`src/rtl/rt_cmd_pkg.sv`:
```
package rt_cmd_pkg;
  localparam int unsigned WORD_W  = 16;
  localparam int unsigned ADDR_W  = 5;
  localparam int unsigned FIELD_W = 5;

  // status bit positions, decoded by the bus controller
  localparam int unsigned SB_ME  = 10;
  localparam int unsigned SB_SR  = 8;
  localparam int unsigned SB_BCR = 4;
  localparam int unsigned SB_SSF = 2;
  localparam int unsigned SB_DBA = 1;
  localparam int unsigned SB_TF  = 0;

  typedef enum logic [1:0] {
    ST_IDLE = 2'd0,
    ST_DATA = 2'd1,
    ST_STAT = 2'd2,
    ST_ENDS = 2'd3
  } rt_state_e;
endpackage

```
`src/rtl/rt_addr_guard.sv`:
```
module rt_addr_guard #(
  parameter int unsigned ADDR_W = 5
) (
  input  logic              term_sel,
  input  logic [ADDR_W-1:0] strap,
  input  logic              strap_par,
  input  logic [ADDR_W-1:0] cmd_addr,
  output logic              par_bad,
  output logic              hit,
  output logic              bcast
);
  localparam logic [ADDR_W-1:0] BCAST_ADDR = '1;

  logic enable;

  always_comb begin
    par_bad = ~(^{strap, strap_par});
    enable  = term_sel & ~par_bad;
    bcast   = (cmd_addr == BCAST_ADDR);
    hit     = enable & ((cmd_addr == strap) | bcast);
  end
endmodule

```
`src/rtl/rt_chan_pick.sv`:
```
module rt_chan_pick #(
  parameter int unsigned WORD_W = 16,
  parameter int unsigned N_CH   = 2
) (
  input  logic [N_CH-1:0]   ch_valid,
  input  logic [N_CH-1:0]   ch_sync,
  input  logic [WORD_W-1:0] ch_word [N_CH],
  input  logic              act_ch,
  output logic              cmd_v,
  output logic              cmd_ch,
  output logic [WORD_W-1:0] cmd_w,
  output logic              dat_v,
  output logic [WORD_W-1:0] dat_w
);
  // lowest channel index has priority for commands
  always_comb begin
    cmd_v  = 1'b0;
    cmd_ch = 1'b0;
    cmd_w  = ch_word[0];
    for (int i = N_CH - 1; i >= 0; i--) begin
      if (ch_valid[i] && ch_sync[i]) begin
        cmd_v  = 1'b1;
        cmd_ch = i[0];
        cmd_w  = ch_word[i];
      end
    end
    dat_v = ch_valid[act_ch] & ~ch_sync[act_ch];
    dat_w = ch_word[act_ch];
  end
endmodule

```
`src/rtl/rt_mode_decode.sv`:
```
module rt_mode_decode #(
  parameter int unsigned FIELD_W = 5,
  localparam int unsigned N_CODES = 1 << FIELD_W,
  localparam int unsigned CNT_W   = FIELD_W + 1
) (
  input  logic               tr,
  input  logic [FIELD_W-1:0] sa,
  input  logic [FIELD_W-1:0] wc,
  input  logic [N_CODES-1:0] illegal_mask,
  output logic               is_mode,
  output logic               illegal,
  output logic               dba_ok,
  output logic [CNT_W-1:0]   n_data
);
  localparam logic [CNT_W-1:0] FULL_CNT = CNT_W'(N_CODES);

  always_comb begin
    is_mode = (sa == '0) || (sa == '1);
    illegal = is_mode & illegal_mask[wc];
    dba_ok  = is_mode & ~illegal & (wc == '0);
    if (is_mode)
      n_data = (!tr && wc[FIELD_W-1]) ? CNT_W'(1) : '0;
    else if (tr)
      n_data = '0;
    else if (wc == '0)
      n_data = FULL_CNT;
    else
      n_data = {1'b0, wc};
  end
endmodule

```
`src/rtl/rt_cmd_responder.sv`:
```
module rt_cmd_responder
  import rt_cmd_pkg::*;
#(
  parameter int unsigned P_WORD_W  = WORD_W,
  parameter int unsigned P_ADDR_W  = ADDR_W,
  parameter int unsigned P_FIELD_W = FIELD_W,
  localparam int unsigned N_CODES  = 1 << P_FIELD_W,
  localparam int unsigned CNT_W    = P_FIELD_W + 1,
  localparam int unsigned ADDR_LSB = P_WORD_W - P_ADDR_W,
  localparam int unsigned TR_BIT   = ADDR_LSB - 1,
  localparam int unsigned SA_LSB   = TR_BIT - P_FIELD_W
) (
  input  logic                 clk,
  input  logic                 rst,
  input  logic                 term_sel,
  input  logic [P_ADDR_W-1:0]  rt_addr,
  input  logic                 rt_par,
  input  logic                 a_valid,
  input  logic                 a_sync,
  input  logic [P_WORD_W-1:0]  a_word,
  input  logic                 b_valid,
  input  logic                 b_sync,
  input  logic [P_WORD_W-1:0]  b_word,
  input  logic [N_CODES-1:0]   illegal_mask,
  input  logic                 svc_req,
  input  logic                 ss_flag,
  input  logic                 ss_err,
  input  logic                 dyn_accept,
  output logic                 in_cmd,
  output logic                 chan_b,
  output logic                 cmd_tr,
  output logic [P_FIELD_W-1:0] cmd_sa,
  output logic [P_FIELD_W-1:0] cmd_wc,
  output logic                 data_stb,
  output logic [P_WORD_W-1:0]  data_word,
  output logic                 stat_en,
  output logic [P_WORD_W-1:0]  stat_word,
  output logic                 addr_fault
);
  logic [P_WORD_W-1:0] ch_word [2];
  logic                cmd_v, cmd_ch, dat_v;
  logic [P_WORD_W-1:0] cmd_w, dat_w;
  logic                par_bad, hit, bcast;
  logic                is_mode, illegal, dba_ok;
  logic [CNT_W-1:0]    n_data;

  rt_state_e        state;
  logic [CNT_W-1:0] remain;
  logic             cur_ill, cur_bc, cur_dba, bc_seen;
  logic             accept;

  assign ch_word[0] = a_word;
  assign ch_word[1] = b_word;

  rt_chan_pick #(.WORD_W(P_WORD_W), .N_CH(2)) u_pick (
    .ch_valid ({b_valid, a_valid}),
    .ch_sync  ({b_sync, a_sync}),
    .ch_word  (ch_word),
    .act_ch   (chan_b),
    .cmd_v    (cmd_v),
    .cmd_ch   (cmd_ch),
    .cmd_w    (cmd_w),
    .dat_v    (dat_v),
    .dat_w    (dat_w)
  );

  rt_addr_guard #(.ADDR_W(P_ADDR_W)) u_guard (
    .term_sel  (term_sel),
    .strap     (rt_addr),
    .strap_par (rt_par),
    .cmd_addr  (cmd_w[P_WORD_W-1:ADDR_LSB]),
    .par_bad   (par_bad),
    .hit       (hit),
    .bcast     (bcast)
  );

  rt_mode_decode #(.FIELD_W(P_FIELD_W)) u_mode (
    .tr           (cmd_w[TR_BIT]),
    .sa           (cmd_w[TR_BIT-1:SA_LSB]),
    .wc           (cmd_w[P_FIELD_W-1:0]),
    .illegal_mask (illegal_mask),
    .is_mode      (is_mode),
    .illegal      (illegal),
    .dba_ok       (dba_ok),
    .n_data       (n_data)
  );

  assign accept = cmd_v & hit;

  always_ff @(posedge clk) begin
    if (rst) begin
      state      <= ST_IDLE;
      remain     <= '0;
      cur_ill    <= 1'b0;
      cur_bc     <= 1'b0;
      cur_dba    <= 1'b0;
      bc_seen    <= 1'b0;
      in_cmd     <= 1'b0;
      chan_b     <= 1'b0;
      cmd_tr     <= 1'b0;
      cmd_sa     <= '0;
      cmd_wc     <= '0;
      data_stb   <= 1'b0;
      data_word  <= '0;
      stat_en    <= 1'b0;
      stat_word  <= '0;
      addr_fault <= 1'b0;
    end else begin
      stat_en    <= 1'b0;
      data_stb   <= 1'b0;
      addr_fault <= par_bad;
      if (!term_sel) begin
        state  <= ST_IDLE;
        in_cmd <= 1'b0;
      end else if (accept) begin
        // a new command always wins, even over a message in progress
        in_cmd  <= 1'b1;
        chan_b  <= cmd_ch;
        cmd_tr  <= cmd_w[TR_BIT];
        cmd_sa  <= cmd_w[TR_BIT-1:SA_LSB];
        cmd_wc  <= cmd_w[P_FIELD_W-1:0];
        cur_ill <= illegal;
        cur_bc  <= bcast;
        cur_dba <= dba_ok;
        remain  <= n_data;
        if (bcast) bc_seen <= 1'b1;
        state   <= (n_data != '0) ? ST_DATA : ST_STAT;
      end else begin
        unique case (state)
          ST_DATA: begin
            if (dat_v) begin
              data_stb  <= ~cur_ill;
              data_word <= dat_w;
              remain    <= remain - 1'b1;
              if (remain == CNT_W'(1)) state <= ST_STAT;
            end
          end
          ST_STAT: begin
            if (!cur_bc) begin
              stat_en   <= 1'b1;
              stat_word <= '0;
              stat_word[P_WORD_W-1:ADDR_LSB] <= rt_addr;
              stat_word[SB_ME]  <= cur_ill;
              stat_word[SB_SR]  <= svc_req;
              stat_word[SB_BCR] <= bc_seen;
              stat_word[SB_SSF] <= ss_flag;
              stat_word[SB_DBA] <= cur_dba & dyn_accept;
              stat_word[SB_TF]  <= ss_err;
              bc_seen <= 1'b0;
            end
            state <= ST_ENDS;
          end
          ST_ENDS: begin
            in_cmd <= 1'b0;
            state  <= ST_IDLE;
          end
          default: state <= ST_IDLE;
        endcase
      end
    end
  end
endmodule

```
`config.mk`:
```
export PLATFORM = sky130hd
export DESIGN_NAME = rt_cmd_responder
export DESIGN_NICKNAME = d
export VERILOG_FILES = /design/src/rtl/rt_cmd_pkg.sv /design/src/rtl/rt_addr_guard.sv /design/src/rtl/rt_chan_pick.sv /design/src/rtl/rt_mode_decode.sv /design/src/rtl/rt_cmd_responder.sv
export SDC_FILE = /design/constraint.sdc
export NUM_CORES = 1
export LEC_CHECK = 0
export ABC_AREA = 1
export BUFFER_PORTS_ARGS = -buffer_cell sky130_fd_sc_hd__buf_2
export CORE_MARGIN = 2
export CORE_UTILIZATION = 38
export CTS_CLUSTER_SIZE = 20
export DETAILED_ROUTE_END_ITERATION = 10
export SLEW_MARGIN = 25
export SYNTH_ARGS = -nofsm -noshare
export SYNTH_HDL_FRONTEND = slang
export SYNTH_SLANG_ARGS = --single-unit
```
`constraint.sdc`:
```
create_clock -name clk -period 4 [get_ports clk]
set_clock_uncertainty 0.15 [all_clocks]
set_input_delay 0.4 -clock clk [delete_from_list [all_inputs] [get_ports clk]]
set_output_delay 0.4 -clock clk [all_outputs]
set_load 0.005 [all_outputs]
```
# After elaboration in Yosys (flattened, before gate mapping)
# Index checks and enable logic that the tools add are counted.
word_totals:
  out_inout_bits: 48
  latchBits: 0
  mem_bits_ro: 0
  mem_count: 0
  in_bits: 81
  reg_bits: 55
  mem_bits_rw: 0
classes:
  shifts: 0
  n_div: 0
  n_lt_le_gt_ge: 3
  multipliers: 0
  add_sub_neg: 1
  reduce_logical: 22
  bitwise: 20
  n_mux: 33
  eq_ne: 11
ops:
  columns: ["op", "n"]
  rows:
  - ["$mux W16", 5]
  - ["$mux W6", 6]
  - ["$mux W1", 16]
  - ["$reduce_and A4 Y1", 3]
  - ["$eq A5 B5 Y1 const B", 2]
  - ["$logic_not A5 Y1", 2]
  - ["$not A1 Y1", 10]
  - ["$and A1 B1 Y1", 8]
  - ["$mux W2", 4]
  - ["$reduce_bool A2 Y1", 4]
  - ["$eq A6 B1 Y1 const B", 1]
  - ["$lt A5 B6 Y1 const B", 1]
  - ["$ne A3 B3 Y1 const B", 2]
  - ["$reduce_bool A6 Y1", 1]
  - ["$reduce_xor A6 Y1", 1]
  - ["$sub A6 B1 Y6 const B", 1]
  - ["$bmux W1 S5", 1]
  - ["$eq A5 B5 Y1", 1]
  - ["$reduce_or A5 Y1", 1]
  - ["$eq A2 B2 Y1 const B", 2]
  - ["$pmux W2 S2", 1]
  - ["$reduce_and A2 Y1", 2]
  - ["$reduce_or A4 Y1", 1]
  - ["$logic_and A1 B1 Y1", 3]
  - ["11 further kinds", 11]

# Logic depth before layout (Yosys ltp)
depth:
  word_depth: 10
  ltp_mapped: 17
  depth_no_buf: 17

# Hierarchy
# A second synthesis with hierarchy kept.
unflattened:
  cells_unflattened: 570
  area_unflattened_um2: 3657.3
modules_own_cells:
  columns: ["mod", "area_per_inst_um2", "cells_per_inst", "n_inst"]
  rows:
  - ["rt_cmd_responder", 2382.3, 301, 1]
  - ["rt_chan_pick", 561.8, 112, 1]
  - ["rt_mode_decode", 470.5, 103, 1]
  - ["rt_addr_guard", 242.7, 54, 1]

# Worst setup path after synthesis
# OpenSTA, ideal clock, no wires.
synth_path:
  path_kind: "input to register"
  startpoint: "input b_valid"
  endpoint: "register data_word[7]"
  setup_slack_ps: 2007
  arrival_time_ps: 1711
  required_ps: 3718
  cell_stages: 16
  path_buffers: 2
  path_cell_list: "nand2_2 inv_2 nand2_2 buf_6 nand2_1 nand3_1 nand2_1 nor2_1 nand3_2 nand2_2 nand2_4 nand2_4 inv_4 buf_6 nand2_1 a21oi_1"
synth_via:
  elab_chain_cells: 9
  elab_cells_between_ends: 15
synth_rtl:
  columns: ["item", "line_no", "rtl"]
  rows:
  - ["start, declared", "rt_cmd_responder.sv:21", "input logic b_valid,"]
  - ["$logic_and A1 B1 Y1", "rt_chan_pick.sv:21", "if (ch_valid[i] && ch_sync[i]) begin"]
  - ["$mux W16 (2 in a row)", "rt_chan_pick.sv:21", null]
  - ["$eq A5 B5 Y1 (on tied branches)", "rt_addr_guard.sv:20, rt_addr_guard.sv:19", null]
  - ["$or A1 B1 Y1", "rt_addr_guard.sv:20", "hit = enable & ((cmd_addr == strap) | bcast);"]
  - ["$and A1 B1 Y1", "rt_addr_guard.sv:20", null]
  - ["$and A1 B1 Y1", "rt_cmd_responder.sv:88", "assign accept = cmd_v & hit;"]
  - ["$not A1 Y1 (no source line)", null, null]
  - ["$reduce_and A4 Y1 (no source line) *", null, null]
  - ["end signal, assigned", "rt_cmd_responder.sv:133", "data_word <= dat_w;"]
  - ["end, declared", "rt_cmd_responder.sv:35", "output logic [P_WORD_W-1:0] data_word,"]
# Every way passes the cells marked *; elsewhere a longest branch is shown, timed or not. The select of a mux whose other input is x is not followed.
# A chain may end at the register's enable or synchronous reset.

# Final worst setup path
layout_path:
  startpoint: "input b_valid"
  endpoint: "register bc_seen"
layout_via:
  elab_chain_cells: 9
  elab_cells_between_ends: 15
layout_rtl:
  columns: ["item", "line_no", "rtl"]
  rows:
  - ["$logic_and A1 B1 Y1 *", "rt_chan_pick.sv:21", null]
  - ["$mux W16 (2 in a row)", "rt_chan_pick.sv:21", null]
  - ["$eq A5 B5 Y1 (on tied branches)", "rt_addr_guard.sv:20, rt_addr_guard.sv:19", null]
  - ["$or A1 B1 Y1", "rt_addr_guard.sv:20", null]
  - ["$and A1 B1 Y1", "rt_addr_guard.sv:20", null]
  - ["$and A1 B1 Y1", "rt_cmd_responder.sv:88", null]
  - ["$ne A2 B1 Y1 (no source line) (tied with other cells)", null, null]
  - ["$reduce_and A4 Y1 (no source line)", null, null]
  - ["end signal, assigned", "rt_cmd_responder.sv:97", "bc_seen <= 1'b0;"]
  - ["end signal, assigned", "rt_cmd_responder.sv:126", "if (bcast) bc_seen <= 1'b1;"]
  - ["end signal, assigned", "rt_cmd_responder.sv:149", "bc_seen <= 1'b0;"]
  - ["end, declared", "rt_cmd_responder.sv:49", "logic cur_ill, cur_bc, cur_dba, bc_seen;"]
# Every way passes the cells marked *; elsewhere a longest branch is shown, timed or not.

==> flow_summary.ini <==
[run_status]
status = finished clean

[synth]
yosysSeqAreaShare_pct = 29.95
yosys.area_share.simple_pct = 39.01
synth_cell_types = 36
yosys_warnings = 0
syn_area_sq_mm = 0.003676
synth-xor-area-share_pct = 1.906
synth_top_family_by_area = simple AND/OR/NAND/NOR gates
synth_compound_area_share_pct = 14.40
syn_inst = 585
synth-seq-cells = 55
synth_fa_ha_area_share_pct = 1.702
synthMuxAreaShare_pct = 0
avgSynthCellArea_sq_um = 6.284

[sta]
slew_headroom_pct = 45.31
maxSlewViolCount = 0
fin_crit_sh_pct = 66.98
setup_ws_ns = 1.321
setup_viol = 0
fin_setup_tns_ns = 0
min_period_ns = 2.679
tightest_slew_ns = 0.8195
rsz0062_at_grt = no
max_freq_mhz = 373.2
hold_viol_final = 0

[hold_path]
hold_class = in2reg

[finish]
final_common_cell = nand2_1
drive_above_1_share_pct = 24.68
layout.nets = 778
fillers = 1028
most-common-layout-cells = nand2_1, buf_2, inv_1, dfxtp_1, nand3_1
syn_to_final_growth_pct = 18.72
n_antenna_cell = 0
stdcell_count = 822

[power_and_ir_drop]
irDropWorstVdd_uv = 142.0
p_leak_nw = 2.291
p_per_area_mw_per_mm2 = 258.0

[clocking]
clkSlewWorstSetupHoldPaths_ns = 0.12
ctsResizeCount = 0
ctsHtreeMaxLevel = 2
postCtsSetupBuffers = 0
clock_latency_ns = 0.32
ctsHoldBuffers = 0
numCtsBuffers = 5
cts_tree = yes
cts_root_buffer = clkbuf_8
cts_max_path_buffers = 2
clkSinkCount = 55

[global_route]
antenna_found_initial = 0
grt_pass1_wl_um = 16450
grtUsageTotal_pct = 19.50
grt_pass1_vias = 3618
grt_start_max_net_pins = 31
grt-ovfl-total = 0

[critical_path]
cp_num_buf_inv = 2
worstPathMaxFanout = 30
cp_top_family = simple AND/OR/NAND/NOR gates
slowest_stage = a21boi_4
crit_type = in2reg
critPathMaxStageDelay_ns = 0.61
cp_common_cell = nand2_1
path_cells = buf_2 -> nand2_2 -> inv_2 -> nand2_2 -> nand2_1 -> nand2_1 -> nand2_1 -> nand2_1 -> nor2_1 -> nand3_2 -> a21boi_4 -> nand2_1 -> nand3_1 -> a21oi_1
cp.arrival_ns = 2.75
cp.required_ns = 4.07
worstSetupStartpointType = input port
critPathCaptureType = flop

[route]
num_vias = 3883
routedWlPerCell_um = 12.33
first_pass_iters = 4
drc = 0
drtAntennaViolNets = 0
first_iter_violations = 129
avgViaCountPerCell = 4.724
drt-total-wl_um = 10130

[placement]
gp_congestion = 0.8524
dp_hpwl_um = 7898
numPortBuffers = 123
place_worst_setup_slack_ns = 0.9559
dpl.cell_count = 814

[job]
max_cap_viol_count = 0

[die]
die_h_um = 102.4
die_area_sq_mm = 0.01048
fp.dieW_um = 102.4
row_count = 35
start_util_pct = 39.41
ios = 129
core_area_sq_mm = 0.009328
logic make-up after synthesis:
family	after synthesis
and+or+nand+nor	326
buffers and inverters	99
AOI/OAI and AO/OA	91
DFF	55
xor gates and xnor gates	8
adders and majority gates	5
other	1
metrics by stage:
stage	power, W	instance area [sq um]	util, %	hold slack (ns)
floorplan	0.0007262	3691	-	0.2716
global placement	0.0007972	4269	45.77	0.2936
detailed placement	0.0007989	4269	45.77	0.2997
CTS	0.001144	4364	46.79	0.1010
global route	0.001200	4364	46.79	0.1218
finish	0.001126	4364	46.79	0.1154
final cells by class:
type                       count  area, sq um  area share [%]
clock buffer                   5        68.82           1.577
clock inverter                 3        26.28          0.6021
multi-input combinational    435         2115           48.45
inverter                      71        269.0           6.164
sequential                    55         1101           25.23
tap                          129        161.4           3.698
timing repair buffer         124        623.1           14.28
worst paths after layout:
path,start,endpoint,slack [ns],depth (start not counted)
max,b_valid,bc_seen$_SDFFE_PP0P_,1.32,14
min reg2reg,data_word[9]$_SDFFE_PP0P_,data_word[9]$_SDFFE_PP0P_,0.32,2
max reg2reg,chan_b$_SDFFE_PP0P_,data_word[5]$_SDFFE_PP0P_,1.74,10
min,svc_req,stat_word[8]$_SDFFE_PP0P_,0.12,3
worst register-to-register path: stages, from the launching register on:
cell and delay [ns]:
dfxtp_1 0.31, buf_4 0.21, inv_1 0.23, nand2_1 0.08, o22ai_1 0.28, nand3_1 0.19, inv_1 0.15, nand2_4 0.17
inv_4 0.22, nand2_1 0.08, a21oi_1 0.12
state kept, by name (all words and copies together) (netlist names), 2 cells and up:
name	count
cmd_wc	5
remain	6
cmd_sa	5
data_word	16
stat_word	11
state	2
cell usage after synthesis, drive strengths merged:
library cell / count / area, sq um
nand3b: 5 / 37.54
a21boi: 1 / 18.77
xor2: 3 / 26.28
o21ai: 44 / 235.2
clkbuf: 7 / 26.28
nand3: 55 / 285.3
a41oi: 1 / 8.760
buf: 21 / 180.2
o211ai: 1 / 7.510
ha: 5 / 62.56
nor2: 44 / 185.2
o22ai: 1 / 6.260
nand4: 2 / 33.78
xnor2: 5 / 43.79
nand2: 215 / 859.6
a21oi: 38 / 190.2
nor3: 3 / 20.02
nand2b: 2 / 12.51
inv: 71 / 269.0
conb: 1 / 3.750
dfxtp: 55 / 1101
a211oi: 5 / 62.56
per-layer routing:
layer	wire length [um]	part of all wire, %	up-vias	global-route usage [%]
li1	-	-	2050	-
met1	4799	47	1737	25.02
met2	4816	48	90	35.17
met3	444	4.4	6	2.804
met4	72	0.71	0	3.282
met5	0	0	-	0
report_power, final:
part / internal, W / switching [W] / leakage [nW]
clock: 0.000131 / 0.000209 / 0.0495
combinational: 0.0000862 / 0.000146 / 1.80
sequential: 0.000552 / 0.00000223 / 0.443
No activity file was read; power rests on OpenSTA's default activity.
